[src/rtl/sxe_pkg.sv]
package sxe_pkg;
   localparam int OPC_W = 4;

   typedef enum logic [OPC_W-1:0] {
      OPC_PUSH = 4'b0001,
      OPC_POP  = 4'b0010,
      OPC_ADD  = 4'b0011,
      OPC_MUL  = 4'b0100
   } sxe_opc_e;

   typedef enum logic [2:0] {
      K_NONE,
      K_PUSH,
      K_POP,
      K_ADD,
      K_MUL
   } sxe_kind_e;

   typedef enum logic {
      ST_IDLE,
      ST_LOAD
   } sxe_state_e;
endpackage

[src/rtl/sxe_decode.sv]
module sxe_decode
   import sxe_pkg::*;
#(
   parameter int ADDR_W = 12,
   localparam int WORD_W = OPC_W + ADDR_W
) (
   input  logic [WORD_W-1:0] word,
   output sxe_kind_e         kind,
   output logic [ADDR_W-1:0] addr
);
   logic [OPC_W-1:0] opc;

   assign opc  = word[WORD_W-1 -: OPC_W];
   assign addr = word[ADDR_W-1:0];

   always_comb begin
      case (opc)
         OPC_PUSH: kind = K_PUSH;
         OPC_POP:  kind = K_POP;
         OPC_ADD:  kind = K_ADD;
         OPC_MUL:  kind = K_MUL;
         default:  kind = K_NONE;
      endcase
   end
endmodule

[src/rtl/sxe_alu.sv]
module sxe_alu #(
   parameter int DATA_W    = 16,
   parameter int MUL_STYLE = 0
) (
   input  logic [DATA_W-1:0] lhs,
   input  logic [DATA_W-1:0] rhs,
   input  logic              sel_mul,
   output logic [DATA_W-1:0] res
);
   logic [DATA_W-1:0] sum;
   logic [DATA_W-1:0] prod;

   assign sum = lhs + rhs;

   generate
      if (MUL_STYLE == 0) begin : g_mul_direct
         logic [2*DATA_W-1:0] full;
         assign full = lhs * rhs;
         assign prod = full[DATA_W-1:0];
      end else begin : g_mul_shift_add
         always_comb begin
            logic [DATA_W-1:0] acc;
            acc = '0;
            for (int i = 0; i < DATA_W; i++) begin
               if (rhs[i]) acc = acc + (lhs << i);
            end
            prod = acc;
         end
      end
   endgenerate

   assign res = sel_mul ? prod : sum;
endmodule

[src/rtl/sxe_stack.sv]
module sxe_stack #(
   parameter int DATA_W = 16,
   parameter int DEPTH  = 8,
   localparam int IW = (DEPTH > 1) ? $clog2(DEPTH) : 1,
   localparam int CW = $clog2(DEPTH + 1)
) (
   input  logic              clk,
   input  logic              rst,
   input  logic              push_en,
   input  logic [DATA_W-1:0] push_data,
   input  logic              pop_en,
   input  logic              merge_en,
   input  logic [DATA_W-1:0] merge_data,
   output logic [DATA_W-1:0] top,
   output logic [DATA_W-1:0] second,
   output logic              full,
   output logic              empty,
   output logic              has_two
);
   logic [DATA_W-1:0] slot [DEPTH];
   logic [CW-1:0]     cnt;
   logic [IW-1:0]     top_idx;
   logic [IW-1:0]     sec_idx;

   assign top_idx = IW'(cnt - CW'(1));
   assign sec_idx = IW'(cnt - CW'(2));
   assign top     = slot[top_idx];
   assign second  = slot[sec_idx];
   assign full    = (cnt == CW'(DEPTH));
   assign empty   = (cnt == '0);
   assign has_two = (cnt >= CW'(2));

   generate
      for (genvar g = 0; g < DEPTH; g++) begin : g_slot
         always_ff @(posedge clk) begin
            if (rst) begin
               slot[g] <= '0;
            end else if (push_en && (32'(cnt) == g)) begin
               slot[g] <= push_data;
            end else if (merge_en && (32'(cnt) == g + 2)) begin
               slot[g] <= merge_data;
            end
         end
      end
   endgenerate

   always_ff @(posedge clk) begin
      if (rst) begin
         cnt <= '0;
      end else if (push_en) begin
         cnt <= cnt + CW'(1);
      end else if (pop_en || merge_en) begin
         cnt <= cnt - CW'(1);
      end
   end

   AST_DEPTH_BOUND: assert property (@(posedge clk) disable iff (rst)
      cnt <= CW'(DEPTH));
   AST_NO_PUSH_FULL: assert property (@(posedge clk) disable iff (rst)
      push_en |-> !full);
   AST_NO_POP_EMPTY: assert property (@(posedge clk) disable iff (rst)
      pop_en |-> !empty);
   AST_MERGE_NEEDS_TWO: assert property (@(posedge clk) disable iff (rst)
      merge_en |-> has_two);
   AST_ONE_STACK_OP: assert property (@(posedge clk) disable iff (rst)
      $onehot0({push_en, pop_en, merge_en}));
endmodule

[src/rtl/stack_expr_engine.sv]
module stack_expr_engine
   import sxe_pkg::*;
#(
   parameter int DATA_W    = 16,
   parameter int ADDR_W    = 12,
   parameter int DEPTH     = 8,
   parameter int MUL_STYLE = 0,
   localparam int WORD_W   = OPC_W + ADDR_W
) (
   input  logic              clk,
   input  logic              rst,
   input  logic              instr_valid,
   output logic              instr_ready,
   input  logic [WORD_W-1:0] instr_word,
   output logic [ADDR_W-1:0] mem_addr,
   output logic              mem_we,
   output logic [DATA_W-1:0] mem_wdata,
   input  logic [DATA_W-1:0] mem_rdata,
   output logic              busy,
   output logic              ovf_err,
   output logic              unf_err
);
   generate
      if (DEPTH < 2) begin : g_bad_depth
         $error("stack_expr_engine: DEPTH must be at least 2");
      end
      if (DATA_W < 2) begin : g_bad_data
         $error("stack_expr_engine: DATA_W must be at least 2");
      end
      if (ADDR_W < 1) begin : g_bad_addr
         $error("stack_expr_engine: ADDR_W must be at least 1");
      end
      if (MUL_STYLE != 0 && MUL_STYLE != 1) begin : g_bad_mul
         $error("stack_expr_engine: MUL_STYLE must be 0 or 1");
      end
   endgenerate

   sxe_kind_e         kind;
   logic [ADDR_W-1:0] dec_addr;
   sxe_state_e        state_q;
   logic              accept;
   logic              is_arith;
   logic              push_go, pop_go, merge_go;
   logic              push_en;
   logic              ovf_hit, unf_hit;
   logic              ovf_q, unf_q;
   logic [DATA_W-1:0] top, second, alu_res;
   logic              full, empty, has_two;

   sxe_decode #(.ADDR_W(ADDR_W)) u_dec (
      .word (instr_word),
      .kind (kind),
      .addr (dec_addr)
   );

   assign instr_ready = (state_q == ST_IDLE);
   assign busy        = (state_q != ST_IDLE);
   assign accept      = instr_valid && instr_ready;
   assign is_arith    = (kind == K_ADD) || (kind == K_MUL);

   assign push_go  = accept && (kind == K_PUSH) && !full;
   assign pop_go   = accept && (kind == K_POP) && !empty;
   assign merge_go = accept && is_arith && has_two;
   assign push_en  = (state_q == ST_LOAD);

   assign ovf_hit = accept && (kind == K_PUSH) && full;
   assign unf_hit = accept && (((kind == K_POP) && empty) || (is_arith && !has_two));

   always_ff @(posedge clk) begin
      if (rst) begin
         state_q <= ST_IDLE;
      end else begin
         case (state_q)
            ST_IDLE: if (push_go) state_q <= ST_LOAD;
            default: state_q <= ST_IDLE;
         endcase
      end
   end

   always_ff @(posedge clk) begin
      if (rst) begin
         ovf_q <= 1'b0;
         unf_q <= 1'b0;
      end else begin
         if (ovf_hit) ovf_q <= 1'b1;
         if (unf_hit) unf_q <= 1'b1;
      end
   end

   assign ovf_err = ovf_q;
   assign unf_err = unf_q;

   sxe_alu #(.DATA_W(DATA_W), .MUL_STYLE(MUL_STYLE)) u_alu (
      .lhs     (second),
      .rhs     (top),
      .sel_mul (kind == K_MUL),
      .res     (alu_res)
   );

   sxe_stack #(.DATA_W(DATA_W), .DEPTH(DEPTH)) u_stk (
      .clk        (clk),
      .rst        (rst),
      .push_en    (push_en),
      .push_data  (mem_rdata),
      .pop_en     (pop_go),
      .merge_en   (merge_go),
      .merge_data (alu_res),
      .top        (top),
      .second     (second),
      .full       (full),
      .empty      (empty),
      .has_two    (has_two)
   );

   assign mem_addr  = dec_addr;
   assign mem_we    = pop_go;
   assign mem_wdata = top;

   AST_LOAD_ONE_CYCLE: assert property (@(posedge clk) disable iff (rst)
      (state_q == ST_LOAD) |=> (state_q == ST_IDLE));
   AST_LOAD_FOLLOWS_PUSH: assert property (@(posedge clk) disable iff (rst)
      (state_q == ST_LOAD) |-> $past(accept && kind == K_PUSH));
   AST_BUSY_BLOCKS: assert property (@(posedge clk) disable iff (rst)
      busy |-> !instr_ready);
   AST_WRITE_ONLY_IDLE: assert property (@(posedge clk) disable iff (rst)
      mem_we |-> (!busy && instr_valid));
   AST_OVF_STICKY: assert property (@(posedge clk) disable iff (rst)
      ovf_err |=> ovf_err);
   AST_UNF_STICKY: assert property (@(posedge clk) disable iff (rst)
      unf_err |=> unf_err);
   AST_NO_WRITE_ON_UNF: assert property (@(posedge clk) disable iff (rst)
      (accept && kind == K_POP && empty) |-> !mem_we);
endmodule

[config.mk]
export PLATFORM = sky130hd
export DESIGN_NAME = stack_expr_engine
export DESIGN_NICKNAME = d
export VERILOG_FILES = /design/src/rtl/sxe_pkg.sv /design/src/rtl/sxe_decode.sv /design/src/rtl/sxe_alu.sv /design/src/rtl/sxe_stack.sv /design/src/rtl/stack_expr_engine.sv
export SDC_FILE = /design/constraint.sdc
export NUM_CORES = 1
export LEC_CHECK = 0
export BUFFER_PORTS_ARGS = -buffer_cell sky130_fd_sc_hd__buf_2
export CAP_MARGIN = 20
export CORE_MARGIN = 4
export CORE_UTILIZATION = 40
export DETAILED_ROUTE_END_ITERATION = 16
export GPL_ROUTABILITY_DRIVEN = 1
export GPL_TIMING_DRIVEN = 0
export PLACE_DENSITY = 0.58
export REMOVE_ABC_BUFFERS = 1
export SYNTH_ARGS = -nofsm -noshare
export SYNTH_HDL_FRONTEND = slang
export SYNTH_SLANG_ARGS = --single-unit
[constraint.sdc]
create_clock -name clk -period 7.43 [get_ports clk]
set_input_delay 0.3715 -clock clk [delete_from_list [all_inputs] [get_ports clk]]
set_output_delay 0.3715 -clock clk [all_outputs]
set_load 0.005 [all_outputs]
==> results_dict.tcl <==
set metrics [dict create \
    syn_avg_cell_area_um2 10.4 \
    max-slew-margin-rel_pct 21.4 \
    powerDensity_nw_per_um2 221 \
    grt_max_degree 29 \
    fmax_ghz 0.138 \
    final_layout_size_suffix_gt1_share_pct 22.2 \
    critPathRequiredTime_ns 7.58 \
    nets 1472 \
    ir_drop_mv 0.126 \
    worst_path_most_repeated_cell "fa_1" \
    slowest_delay_ns 0.55 \
    netlist_area_um2 12800 \
    drt_iter0_markers 904 \
    area_delta_synth_final_pct 14.2 \
    tightest_slew_ns 1.18 \
    path_clk_slew_ns 0.07 \
    portBuffers 43 \
    synthTopCellsByCount "213 x nand2_1, 137 x inv_1, 129 x o21ai_0" \
    synth.distinct_cells 64 \
    clock_latency_ns 0.43 \
    cp_slowest_cell "fa_1" \
    postSynth.asyncResetShare_pct 0 \
    insertedDiodeCount 0 \
    cts_tree "yes" \
    hpwl_um 25600 \
    cp.arrival_ns 7.42 \
    firstDrtPassIters 6 \
    row_count 65 \
    die_h_um 187 \
    cts_sinks 135 \
    postSynthCellCount 1237 \
    avgViaCountPerCell 5.75 \
    critical_path_class "register to register" \
    ys_seq_area_share_pct 31.1 \
    htree_levels 4 \
    overflow 0 \
    avgRoutedWirePerCell_um 22.8 \
    clock_path_buffers 2 \
    vias 9756 \
    grt_pass1_vias 9573 \
    numCtsBuffers 17 \
    synthTopCellsByArea "edfxtp_1 30%, fa_1 12%, mux4_2 8.1%, ha_1 7.2%, nand2_1 6.2%" \
    core_area_um2 31600 \
    grt_pass1_wl_um 57600 \
    finalCriticalPeriod_ns 7.27 \
    grt_util_all_layers_pct 21.7 \
    crit_path_end_kind "register" \
    hold_buffers 0 \
    finalClockSkew_ns 0.0122 \
    ios 68 \
    fin_crit_sh_pct 97.8 \
    multiInputGateArea_um2 8010 \
    root_buffer "clkbuf_16" \
    synth_edf_count 128 \
    drc 0 \
    gp_congestion 0.843 \
    ys_ff_latch 135 \
    power_mw 3.24 \
    setup_violations 0 \
    synth_most_common_cell "nand2_1" \
    worstHoldPathType "primary input to register" \
    drv_cap 0 \
    start_util_pct 40.6 \
    fin_tns_setup_ns 0 \
    routed_wl_um 38700 \
    final-max-slew-violation-count 0 \
    yosys_most_used_dff "edfxtp_1" \
    antenna_found_initial 1 \
    fp.dieW_um 187 \
    status "finished clean" \
    synth_top_area_share_pct 30.0 \
    ff_latch_area_um2 3990 \
    yosysWarnings 0 \
    p_leak_nw 5.85 \
    yosysTopAreaCell "edfxtp_1" \
    hold_viol 0 \
    hold_slack_ns 0.241 \
    start_kind "register" \
    design.die.area_um2 35000 \
    crit_fanout 8 \
    antenna_left 0 \
    n_fill_cell 2943 \
]
## cells by family after synthesis
logic type | share of synthesized area, %
DFF | 31.1
adders and majority gates | 19.7
muxes | 16.3
and+or+nand+nor | 12.0
AOI/OAI and AO/OA | 8.96
xor gates and xnor gates | 3.99
buffers and inverters | 7.95
## flip-flops by register name (all words and copies together), names as in the netlist
| signal | count |
|---|---|
| busy | 1 |
| ovf_err | 1 |
| u_stk.cnt | 4 |
| u_stk.slot | 128 |
| unf_err | 1 |
## worst paths after layout
kind / depth (start not counted) / slack, ns / start / to
max: 28 / 0.16 / u_stk.cnt[0] / u_stk.slot[4][15]
min: 4 / 0.24 / instr_word[14] / busy
max reg2reg: 28 / 0.16 / u_stk.cnt[0] / u_stk.slot[4][15]
min reg2reg: 2 / 0.48 / unf_err / unf_err
## through the flow
stage / cells / instance area, um^2 / util, % / setup WS [ns]
detailed placement: 1616 / 13300 / 42.1 / -1.12
global route: 1698 / 14600 / 46.4 / -0.0787
global placement: 1605 / 13100 / 41.5 / -5.20
finish: 1698 / 14600 / 46.4 / 0.161
floorplan: 1160 / 12400 / - / -2.84
CTS: 1668 / 14100 / 44.8 / 0.0260
## critical path: cells and delay by family (launching register included)
| kind | cells | cell delay [ns] |
|---|---|---|
| XOR/XNOR | 1 | 0.21 |
| adder cells (fa/ha/maj) | 8 | 3.29 |
| flip-flops | 1 | 0.37 |
| AND/OR/NAND/NOR | 3 | 0.44 |
| multiplexers | 3 | 0.88 |
| buffers and inverters | 9 | 0.90 |
| AO/OA/AOI/OAI | 4 | 0.86 |
## cell usage in the layout, fill, tap and decap left out, types with 4 or more instances in the layout
cell type	instances
buf_2	43
xnor2_1	38
nand2_2	4
nand2_1	213
buf_4	33
nor3_1	6
nor2b_1	9
mux4_2	53
a21oi_1	23
inv_1	129
ha_2	4
and2_1	15
clkinvlp_4	6
nand3_1	6
a21o_1	5
buf_12	11
ha_1	62
o21bai_1	5
dfxtp_1	4
nand2b_1	4
inv_6	7
ha_4	8
o21ai_2	9
mux2i_4	17
nor2_1	82
xor2_1	9
mux2_2	7
inv_2	11
edfxtp_1	128
mux4_1	11
a31oi_1	12
o21ai_0	129
inv_4	5
mux2i_1	8
clkbuf_16	18
fa_1	78
buf_6	9
and3_1	4
## layer usage
layer / vias up / wire [um] / global-route usage (%)
met5: - / 14 / 0
met4: 2 / 833 / 5.49
li1: 4338 / - / -
met2: 488 / 18800 / 36.3
met3: 59 / 3110 / 3.27
met1: 4869 / 16000 / 29.9
## cell type report
cell class | count | share of cell area [%]
clock buffers | 17 | 2.91
clock inverters | 15 | 0.898
inverters | 149 | 3.99
multi-input cells | 876 | 54.7
flip-flops and latches | 135 | 27.3
well taps | 402 | 3.44
repair buffers | 104 | 6.74
## timing repair
item                                    4_1_cts  5_1_grt
gates cloned                                  2        1
pin swaps                                     2       19
resized for setup                            15       50
endpoints found under the setup margin       56       34
setup buffers                                18       28
## power breakdown
group,internal [mW],switching (mW),leakage [nW]
logic,0.665,0.891,4.21
clock network,0.440,0.372,0.268
registers,0.856,0.0138,1.38
Power figures use the tool's default switching activity.
